## src/rtl/tvag_pkg.sv

```systemverilog
package tvag_pkg;
   typedef enum logic [1:0] {
      FMT_8B   = 2'd0,
      FMT_16B  = 2'd1,
      FMT_32B  = 2'd2,
      FMT_PAGE = 2'd3
   } pix_fmt_e;

   // unused low coordinate bits per axis for one format
   typedef struct packed {
      logic [4:0] xs;
      logic [4:0] ys;
   } geom_t;
endpackage

```

## src/rtl/tvag_geom.sv

```systemverilog
module tvag_geom
   import tvag_pkg::*;
#(
   parameter int SLOT_W_BITS = 6,
   parameter int SLOT_H_BITS = 6
) (
   input  pix_fmt_e fmt,
   output geom_t    g
);
   always_comb begin
      unique case (fmt)
         FMT_8B:   g = '{xs: 5'd0, ys: 5'd0};
         FMT_16B:  g = '{xs: 5'd0, ys: 5'd1};
         FMT_32B:  g = '{xs: 5'd1, ys: 5'd1};
         default:  g = '{xs: 5'(SLOT_W_BITS), ys: 5'(SLOT_H_BITS)};
      endcase
   end
endmodule

```

## src/rtl/tvag_xform.sv

```systemverilog
module tvag_xform
   import tvag_pkg::*;
#(
   parameter int CW_BITS  = 14,
   parameter int CH_BITS  = 13,
   parameter int COORD_W  = 16,
   parameter int STRIDE_W = 32,
   parameter int XINV_POS = 0,
   parameter int YINV_POS = 1,
   parameter int SWAP_POS = 2
) (
   input  geom_t                        g,
   input  logic [2:0]                   orient,
   input  logic [COORD_W-1:0]           x_in,
   input  logic [COORD_W-1:0]           y_in,
   output logic                         in_range,
   output logic [CW_BITS+CH_BITS-1:0]   offset,
   output logic [STRIDE_W-1:0]          stride
);
   localparam int AW = CW_BITS + CH_BITS;

   logic [5:0]    xb, yb, al, sh_stride;
   logic [AW-1:0] xmask, ymask, xe, ye, xm, ym, lin;

   always_comb begin
      xb    = 6'(CW_BITS) - 6'(g.xs);
      yb    = 6'(CH_BITS) - 6'(g.ys);
      al    = 6'(g.xs) + 6'(g.ys);
      xmask = (AW'(1) << xb) - AW'(1);
      ymask = (AW'(1) << yb) - AW'(1);
      xe    = AW'(x_in);
      ye    = AW'(y_in);
      in_range = (xe <= xmask) && (ye <= ymask);
      xm    = orient[XINV_POS] ? (xe ^ xmask) : xe;
      ym    = orient[YINV_POS] ? (ye ^ ymask) : ye;
      lin   = orient[SWAP_POS] ? ((xm << yb) + ym) : ((ym << xb) + xm);
      offset = lin << al;
      sh_stride = orient[SWAP_POS] ? (6'(CH_BITS) + 6'(g.xs))
                                   : (6'(CW_BITS) + 6'(g.ys));
      stride = STRIDE_W'(1) << sh_stride;
   end
endmodule

```

## src/rtl/tiled_addr_gen.sv

```systemverilog
module tiled_addr_gen
   import tvag_pkg::*;
#(
   parameter int CW_BITS     = 14,
   parameter int CH_BITS     = 13,
   parameter int SLOT_W_BITS = 6,
   parameter int SLOT_H_BITS = 6,
   parameter int COORD_W     = 16,
   parameter int STRIDE_W    = 32,
   parameter int XINV_POS    = 0,
   parameter int YINV_POS    = 1,
   parameter int SWAP_POS    = 2,
   parameter bit REG_OUT     = 1'b1,
   localparam int AW         = CW_BITS + CH_BITS,
   localparam int ADDR_W     = AW + 5
) (
   input  logic                clk,
   input  logic                rst_n,
   input  logic                in_valid,
   input  logic [1:0]          fmt,
   input  logic [2:0]          orient,
   input  logic [COORD_W-1:0]  x_coord,
   input  logic [COORD_W-1:0]  y_coord,
   output logic                out_valid,
   output logic [ADDR_W-1:0]   addr,
   output logic [STRIDE_W-1:0] stride
);
   // elaboration-time parameter checks
   if (COORD_W > AW) begin : g_bad_coord
      $error("COORD_W must not exceed CW_BITS+CH_BITS");
   end
   if (SLOT_W_BITS > CW_BITS || SLOT_H_BITS > CH_BITS) begin : g_bad_slot
      $error("slot bits exceed container bits");
   end
   if (XINV_POS == YINV_POS || XINV_POS == SWAP_POS || YINV_POS == SWAP_POS ||
       XINV_POS > 2 || YINV_POS > 2 || SWAP_POS > 2) begin : g_bad_pos
      $error("orientation bit positions must be distinct and below 3");
   end
   if (STRIDE_W < CW_BITS + SLOT_H_BITS + 1 || STRIDE_W < CH_BITS + SLOT_W_BITS + 1)
   begin : g_bad_stride
      $error("STRIDE_W too narrow for largest stride");
   end

   pix_fmt_e           fmt_e;
   geom_t              geo;
   logic               rng_ok;
   logic [AW-1:0]      off;
   logic [STRIDE_W-1:0] stride_c;
   logic [ADDR_W-1:0]  addr_c;

   assign fmt_e = pix_fmt_e'(fmt);

   tvag_geom #(
      .SLOT_W_BITS (SLOT_W_BITS),
      .SLOT_H_BITS (SLOT_H_BITS)
   ) u_geom (
      .fmt (fmt_e),
      .g   (geo)
   );

   tvag_xform #(
      .CW_BITS  (CW_BITS),
      .CH_BITS  (CH_BITS),
      .COORD_W  (COORD_W),
      .STRIDE_W (STRIDE_W),
      .XINV_POS (XINV_POS),
      .YINV_POS (YINV_POS),
      .SWAP_POS (SWAP_POS)
   ) u_xform (
      .g        (geo),
      .orient   (orient),
      .x_in     (x_coord),
      .y_in     (y_coord),
      .in_range (rng_ok),
      .offset   (off),
      .stride   (stride_c)
   );

   assign addr_c = rng_ok ? {orient, fmt, off} : '0;

   if (REG_OUT) begin : g_reg
      logic                vld_q;
      logic [ADDR_W-1:0]   addr_q;
      logic [STRIDE_W-1:0] stride_q;
      always_ff @(posedge clk) begin
         if (!rst_n) begin
            vld_q    <= 1'b0;
            addr_q   <= '0;
            stride_q <= '0;
         end else begin
            vld_q <= in_valid;
            if (in_valid) begin
               addr_q   <= addr_c;
               stride_q <= stride_c;
            end
         end
      end
      assign out_valid = vld_q;
      assign addr      = addr_q;
      assign stride    = stride_q;
   end else begin : g_comb
      assign out_valid = in_valid;
      assign addr      = addr_c;
      assign stride    = stride_c;
   end
endmodule

```

## config.mk

```make
export PLATFORM = sky130hd
export DESIGN_NAME = tiled_addr_gen
export DESIGN_NICKNAME = d
export VERILOG_FILES = /design/src/rtl/tvag_pkg.sv /design/src/rtl/tvag_geom.sv /design/src/rtl/tvag_xform.sv /design/src/rtl/tiled_addr_gen.sv
export SDC_FILE = /design/constraint.sdc
export NUM_CORES = 1
export LEC_CHECK = 0
export ABC_AREA = 1
export BUFFER_PORTS_ARGS = -buffer_cell sky130_fd_sc_hd__buf_2
export CELL_PAD_IN_SITES_DETAIL_PLACEMENT = 1
export CELL_PAD_IN_SITES_GLOBAL_PLACEMENT = 2
export CORE_AREA = 5 5 176 178
export DETAILED_ROUTE_END_ITERATION = 16
export DIE_AREA = 0 0 181 183
export GPL_TIMING_DRIVEN = 0
export PLACE_DENSITY_LB_ADDON = 0.1
export SYNTH_ARGS = -nofsm -noshare
export SYNTH_HDL_FRONTEND = slang
export SYNTH_SLANG_ARGS = --single-unit
```

## constraint.sdc

```tcl
create_clock -name clk -period 5.8 [get_ports clk]
set_input_delay 0 -clock clk [delete_from_list [all_inputs] [get_ports clk]]
set_output_delay 0 -clock clk [all_outputs]
set_load 0.01 [all_outputs]
```

==> run metrics, run 1 <==
worst reg2reg setup slack just over 5 ns; synthesized area just under 9000 um2; worst vdd ir 0.152 mV; number of instances in the placed design 2044; Startpoint Class primary input; Core ar. between 20000 and 30000 um2; Synth Area per Inst slightly below 6 um2; Clock Sinks 65; initial antenna violation count 2; Final Non-Filler Cells 2060; worst-margin pin slew 0.846 ns; Slew Viols, Final 0; TritonCTS clock tree done; vias in the first global route between 10000 and 15000; max cap viols 0; DRC Markers 0; endpoint class of the critical path flip-flop; Slew HR 0.430; largest net degree at the start of global routing 14; Min Hold Slack between 0.007 and 0.008 ns; Syn-to-layout area delta 15.3%; initial drt markers 522; row count between 60 and 70; Setup Crit Path Kind in2reg; CP arrival about 5.5 ns; Antenna Violating Nets Remaining 0; crit-path most repeated cell nand2_1; Slowest-stage cell, CP ha_1; EDFF count, synth 0; endpoints failing setup 0; global route overflow 0; first-pass GRT wire length around 62 mm; Hold Violations, Final 0; Vias/cell 5.18; sequential share of the synthesized area 0.146; final instance area roughly 10000 um2; die width around 180 um; Synth warnings 0; # H-tree levels 3; unrepaired setup endpoints after global routing no; First-pass DRT Iterations 5; Async S/R FF share, synth 0; crit share post-route 0.914; IO Pins between 100 and 150; PortBufs roughly 100; post-route setup TNS 0 ns; CTS Buf Count 9; Design Power about 2100 uW; Hold Path Class in2reg; nets@finish around 1800; Clock Skew 0 ns; Starting Density 0.304; layout cells sized above 1 0.145; Setup Fix Bufs, Post-CTS 0; slowest stage delay, CP 0.42 ns; Netlist cell types between 60 and 70; PD cells between 200 and 250 nW/um2; # diodes 0; Layout fillers between 3000 and 4000; clk_lat worst skew ~0.33 ns; dpl hpwl 34.4 mm; routability cong. between 0.9 and 1; Die ar. between 30000 and 40000 um2; Main synth FF type dfxtp_1; Placed Instance Area a little under 10000 um2; die height ~180 um; post-route minimum period ~5.3 ns; post-synthesis instance total 1540; clk slew on worst S/H paths approximately 0.060 ns; outcome finished, final reports clean; via count between 10000 and 15000; final WL between 40 and 50 mm; CTS root buf clkbuf_16; DR WL/cell around 20 um; worst-path fanout max 11; Leakage around 0.0053 uW; Max Root-Sink Buffers 2; Worst EP required 6.02 ns; Fmax ~190 MHz; Yosys reg bits 65; GRT Total Usage 0.237
critical path: cells and delay by family:
family / cells / cell delay (ns)
AOI/OAI and AO/OA: 8 / 1.47
adders and majority gates: 3 / 1.00
buffers and inverters: 13 / 2.22
and+or+nand+nor: 9 / 0.83
metrics by stage:
stage	worst slack [ns]	utilization
2_1_floorplan	1.59	-
5_1_grt	0.0194	0.351
3_5_place_dp	-0.526	0.340
4_1_cts	0.0366	0.351
6_report	0.498	0.351
3_3_place_gp	-0.477	0.340
layout by cell type (no fill, tap or decap), drive strengths merged, types with 5 or more instances in the layout:
cell type,n
nor3,18
o21ai,118
o21bai,5
ha,61
a21oi,86
nand3b,5
o31ai,9
clkbuf,43
nor2,137
dfxtp,65
nand2,477
nand4,15
xnor2,10
a31oi,13
buf,132
a22o,5
or2,9
xor2,7
nand3,213
o22ai,7
conb,14
a32o,7
inv,173
sequential cells by signal, summed over array words and instances, names as in the netlist:
signal,cells
addr,32
stride,32
out_valid,1
cell usage after synthesis (13+ instances only):
library cell | count | area share
a21oi_1 | 86 | 0.048
a31oi_1 | 13 | 0.0091
clkbuf_1 | 28 | 0.012
dfxtp_1 | 65 | 0.15
ha_1 | 61 | 0.086
inv_1 | 157 | 0.066
nand2_1 | 449 | 0.19
nand2_2 | 22 | 0.015
nand3_1 | 192 | 0.11
nand3_2 | 21 | 0.024
nand4_1 | 15 | 0.011
nor2_1 | 129 | 0.054
nor3_1 | 17 | 0.0096
o21ai_0 | 106 | 0.060
layout make-up:
class / count / area (um2) / share of cell area
buffer: 64 / 419 / 0.0409
clock buffer: 9 / 225 / 0.0220
clock inverter: 7 / 78.8 / 0.00769
inverter: 173 / 662 / 0.0645
multi-input combinational: 1249 / 6560 / 0.640
sequential: 65 / 1300 / 0.127
tap: 390 / 488 / 0.0476
timing repair buffer: 103 / 520 / 0.0508
what timing repair did:
item / 4_1_cts / 5_1_grt
hold buffers: 1 / 0
setup endpoints to repair: 9 / 13
gates resized for setup: 1 / 6
endpoints found under the hold margin: 1 / 0
where the power goes:
group	internal [uW]	total, uW	switching [uW]
registers	465	474	9.27
logic	341	1110	768
clock network	337	556	219
layer usage:
metal / wire length (um) / global-route usage / vias to the layer above
met2: 17900 / 0.390 / 205
met1: 19600 / 0.337 / 5076
met4: 971 / 0.0507 / 2
li1: - / - / 5341
met3: 1760 / 0.0286 / 38
met5: 8 / 0 / -
worst paths after layout:
path | depth (start not counted) | end | start
setup / recovery | 33 | addr[26] | fmt[0]
hold / removal | 2 | addr[28] | fmt[1]
setup reg to reg | 4 | addr[26] | addr[26]
hold reg to reg | 2 | stride[4] | stride[4]
cell families (layout without fill, tap and decap cells):
logic type | count (synthesis) | after routing | synth area share
compound gates | 272 | 272 | 0.175
xor+xnor | 17 | 17 | 0.0205
fa+ha+maj | 61 | 61 | 0.0858
buf+inv | 238 | 356 | 0.121
flops | 65 | 65 | 0.146
mux | 3 | 3 | 0.00338
other cells | 2 | 14 | 0.000844
simple gates | 882 | 882 | 0.447
Note: power is estimated with default switching activity, not from simulation.
==> inputs of run 2 (changes only) <==
CORE_AREA = 5 5 201 203   (was 5 5 176 178)
DIE_AREA = 0 0 206 208   (was 0 0 181 183)
SYNTH_HIERARCHICAL = 1   (was default)
==> run 2 against run 1 <==
The flow now finishes with violations (setup timing). Synthesized cell count grew 40%. Wire length grew 57%. Utilization grew 11 points. Clock skew is the same. Sequential power grew 4%. Combinational power grew 140%. Maximum frequency shrank 12%.
==> run metrics, run 2 <==
outcome finished with violations; violated checks setup timing; Vias/cell 5.44 (+5.0%); Synth Area per Inst 5.63 um2 (-2.6%); Main synth FF type dfxtp_1; Commonest cells post-synth nand2_1, o21ai_0, nor2_1, nand3_1, inv_1; Sequential Power Share 0.131 (-0.091); Starting Density 0.316 (+0.0123); clk slew on worst S/H paths 0.06 ns (about the same); synthesized area 12100 um2 (+36%); GRT Total Usage 0.278 (+0.0401); Synth warnings 6 (+6); initial drt markers 1007 (+93%); vias in the first global route 16184 (+49%); worst-path fanout max 5 (-6); global route overflow 0 (unchanged); Pint 1810 uW (+58%); highest-count cells in the layout ignoring fill and taps nand2_1, nor2_1, buf_4, inv_1, nand3_1; DR WL/cell 21.3 um (+9.0%); P_sw 1930 uW (+94%); dpl hpwl 49.3 mm (+44%); most common cell after layout, fill and taps aside nand2_1; Async S/R FF share, synth 0 (unchanged); top post-synthesis cells by area nand2_1, dfxtp_1, o21ai_0; layout cells sized above 1 0.355 (+0.210); TritonCTS clock tree done; Slowest-stage cell, CP ha_1; Min Hold Slack 0.0396 ns (+0.0318 ns); Hold Path Class in2reg; largest net degree at the start of global routing 12 (-2); post-synth top area share 0.164 (-0.0253); IO Pins 105 (unchanged); endpoints failing setup 12 (+12); Syn-to-layout area delta 46.3%; post-synthesis instance total 2153 (+40%); area leader, netlist nand2_1; CTS root buf clkbuf_16; Worst Slack Setup Final -0.213 ns (-0.711 ns); Antenna Violating Nets Remaining 0 (unchanged); crit share post-route 1.04 (+0.123); Worst EP required 6.06 ns (+0.04 ns); final WL 63.4 mm (+57%); routability cong. 0.968 (+2.0%); Clock Sinks 65 (unchanged); Leakage 0.00818 uW (+55%); # diodes 0 (unchanged); Fmax 166 MHz (-12%); # H-tree levels 3 (unchanged); endpoint class of the critical path flip-flop; Hold Violations, Final 0 (unchanged); clk_lat worst skew 0.32 ns (about the same); Core ar. 38300 um2 (+31%); die height 208 um (+14%); Slew Viols, Final 0 (unchanged); worst-margin pin slew 1.38 ns (+0.533 ns); Clock Skew 0 ns (unchanged); post-route setup TNS -1.62 ns (-1.62 ns); EDFF count, synth 0 (unchanged); slowest stage delay, CP 0.35 ns (-0.07 ns); Setup Crit Path Kind in2reg; worst vdd ir 0.128 mV (-16%); count leader, synth nand2_1; post-route minimum period 6.01 ns (+0.711 ns); nets@finish 2594 (+47%); final instance area 17700 um2 (+73%); CTS Buf Count 9 (unchanged); Max Root-Sink Buffers 2 (unchanged); Netlist cell types 61 (-7.6%); Buf/Inv on CP 10 (-3); PD cells 211 nW/um2 (+1.2%); Startpoint Class primary input; Sw Ratio 0.516 (+0.0502); Crit path max-delay family simple AND/OR/NAND/NOR gates; Placed Instance Area 13400 um2 (+34%); Die ar. 42800 um2 (+29%); first-pass GRT wire length 94.3 mm (+52%); unrepaired setup endpoints after global routing yes; CP arrival 6.27 ns (+0.75 ns); row count 72 (+14%); max cap viols 0 (unchanged); Gate power share 0.725 (+0.207); sequential share of the synthesized area 0.107 (-0.0389); PortBufs 103 (+0.98%); Slew HR 0.0563 (-0.373); die width 206 um (+14%); via count 16169 (+52%); DRC Markers 0 (unchanged); Yosys reg bits 65 (unchanged); initial antenna violation count 0 (-2); First-pass DRT Iterations 5 (unchanged); Clk pwr share 0.144 (-0.116)
## run 2: cell types whose count changed after synthesis, moves of 14 or more
cell,before,now
xor2_1,6,26
o21ai_0,106,256
inv_1,157,177
a31oi_1,13,27
clkbuf_1,28,52
ha_1,61,100
nor2_1,129,248
a21oi_1,86,156
nand2_1,449,530
## run 2: layout make-up
class                   count  area [um2]
plain buffers             107         673
fillers                  5044       20600
clock inverters             5        56.3
multi-input cells        1783       12100
repair buffers            286        1970
inverters                 199         782
well taps                 518         648
clock buffers              11         233
flip-flops and latches     65        1300
## run 2: layer usage
layer	GRT usage	wire, um	up-vias
met3	0.0330	3020	68
met5	0	0	-
met4	0.0764	1970	0
li1	-	-	7835
met1	0.388	28800	7877
met2	0.450	29700	389
## run 2: through the flow
step            util  total power, uW  setup WS [ns]  std cells
6_report       0.463             3740         -0.213       2974
3_5_place_dp   0.349             2360          -2.84       2779
4_1_cts        0.423             3360         -0.263       2922
2_1_floorplan      -             1760        -0.0106       2158
3_3_place_gp   0.349             2340          -2.67       2779
5_1_grt        0.463             3980         -0.510       2974
## run 2: power by group through the flow
| stage | Clock, uW | Combinational (uW) | Sequential [uW] |
|---|---|---|---|
| floorplan | 0 | 1240 | 514 |
| global placement | 0 | 1840 | 501 |
| detailed placement | 0 | 1860 | 502 |
| CTS | 550 | 2320 | 492 |
| global route | 574 | 2910 | 495 |
| finish | 539 | 2710 | 492 |
## run 2: path summary, 6_finish.rpt
check / from / to / slack, ns / depth (start not counted)
worst min-delay path: in_valid / stride[3] / 0.04 / 3
worst max-delay path: fmt[0] / addr[20] / -0.21 / 50
worst max register to register: stride[13] / stride[13] / 5.14 / 2
worst min register to register: addr[7] / addr[7] / 0.46 / 2
## run 2: repair_timing
item | CTS | global route
resized for setup | 440 | 308
pin swaps | 135 | 190
hold buffers | 5 | 0
endpoints found under the setup margin | 32 | 23
hold endpoints to repair | 7 | 0
buffers inserted | 122 | 56
## run 2: logic make-up (layout without fill, tap and decap cells)
| logic type | Yosys count | in the layout | share of synthesized area |
|---|---|---|---|
| AOI/OAI and AO/OA | 522 | 522 | 0.236 |
| xor gates and xnor gates | 36 | 36 | 0.0266 |
| adders and majority gates | 103 | 103 | 0.108 |
| buffers and inverters | 310 | 608 | 0.111 |
| DFF | 65 | 65 | 0.107 |
| muxes | 13 | 13 | 0.0107 |
| other | 2 | 7 | 0.000620 |
| and+or+nand+nor | 1102 | 1102 | 0.400 |
## run 2: worst min-delay path, stage by stage
cell     delay, ns
buf_6         0.15
o21ai_0       0.11
nor2_1        0.07
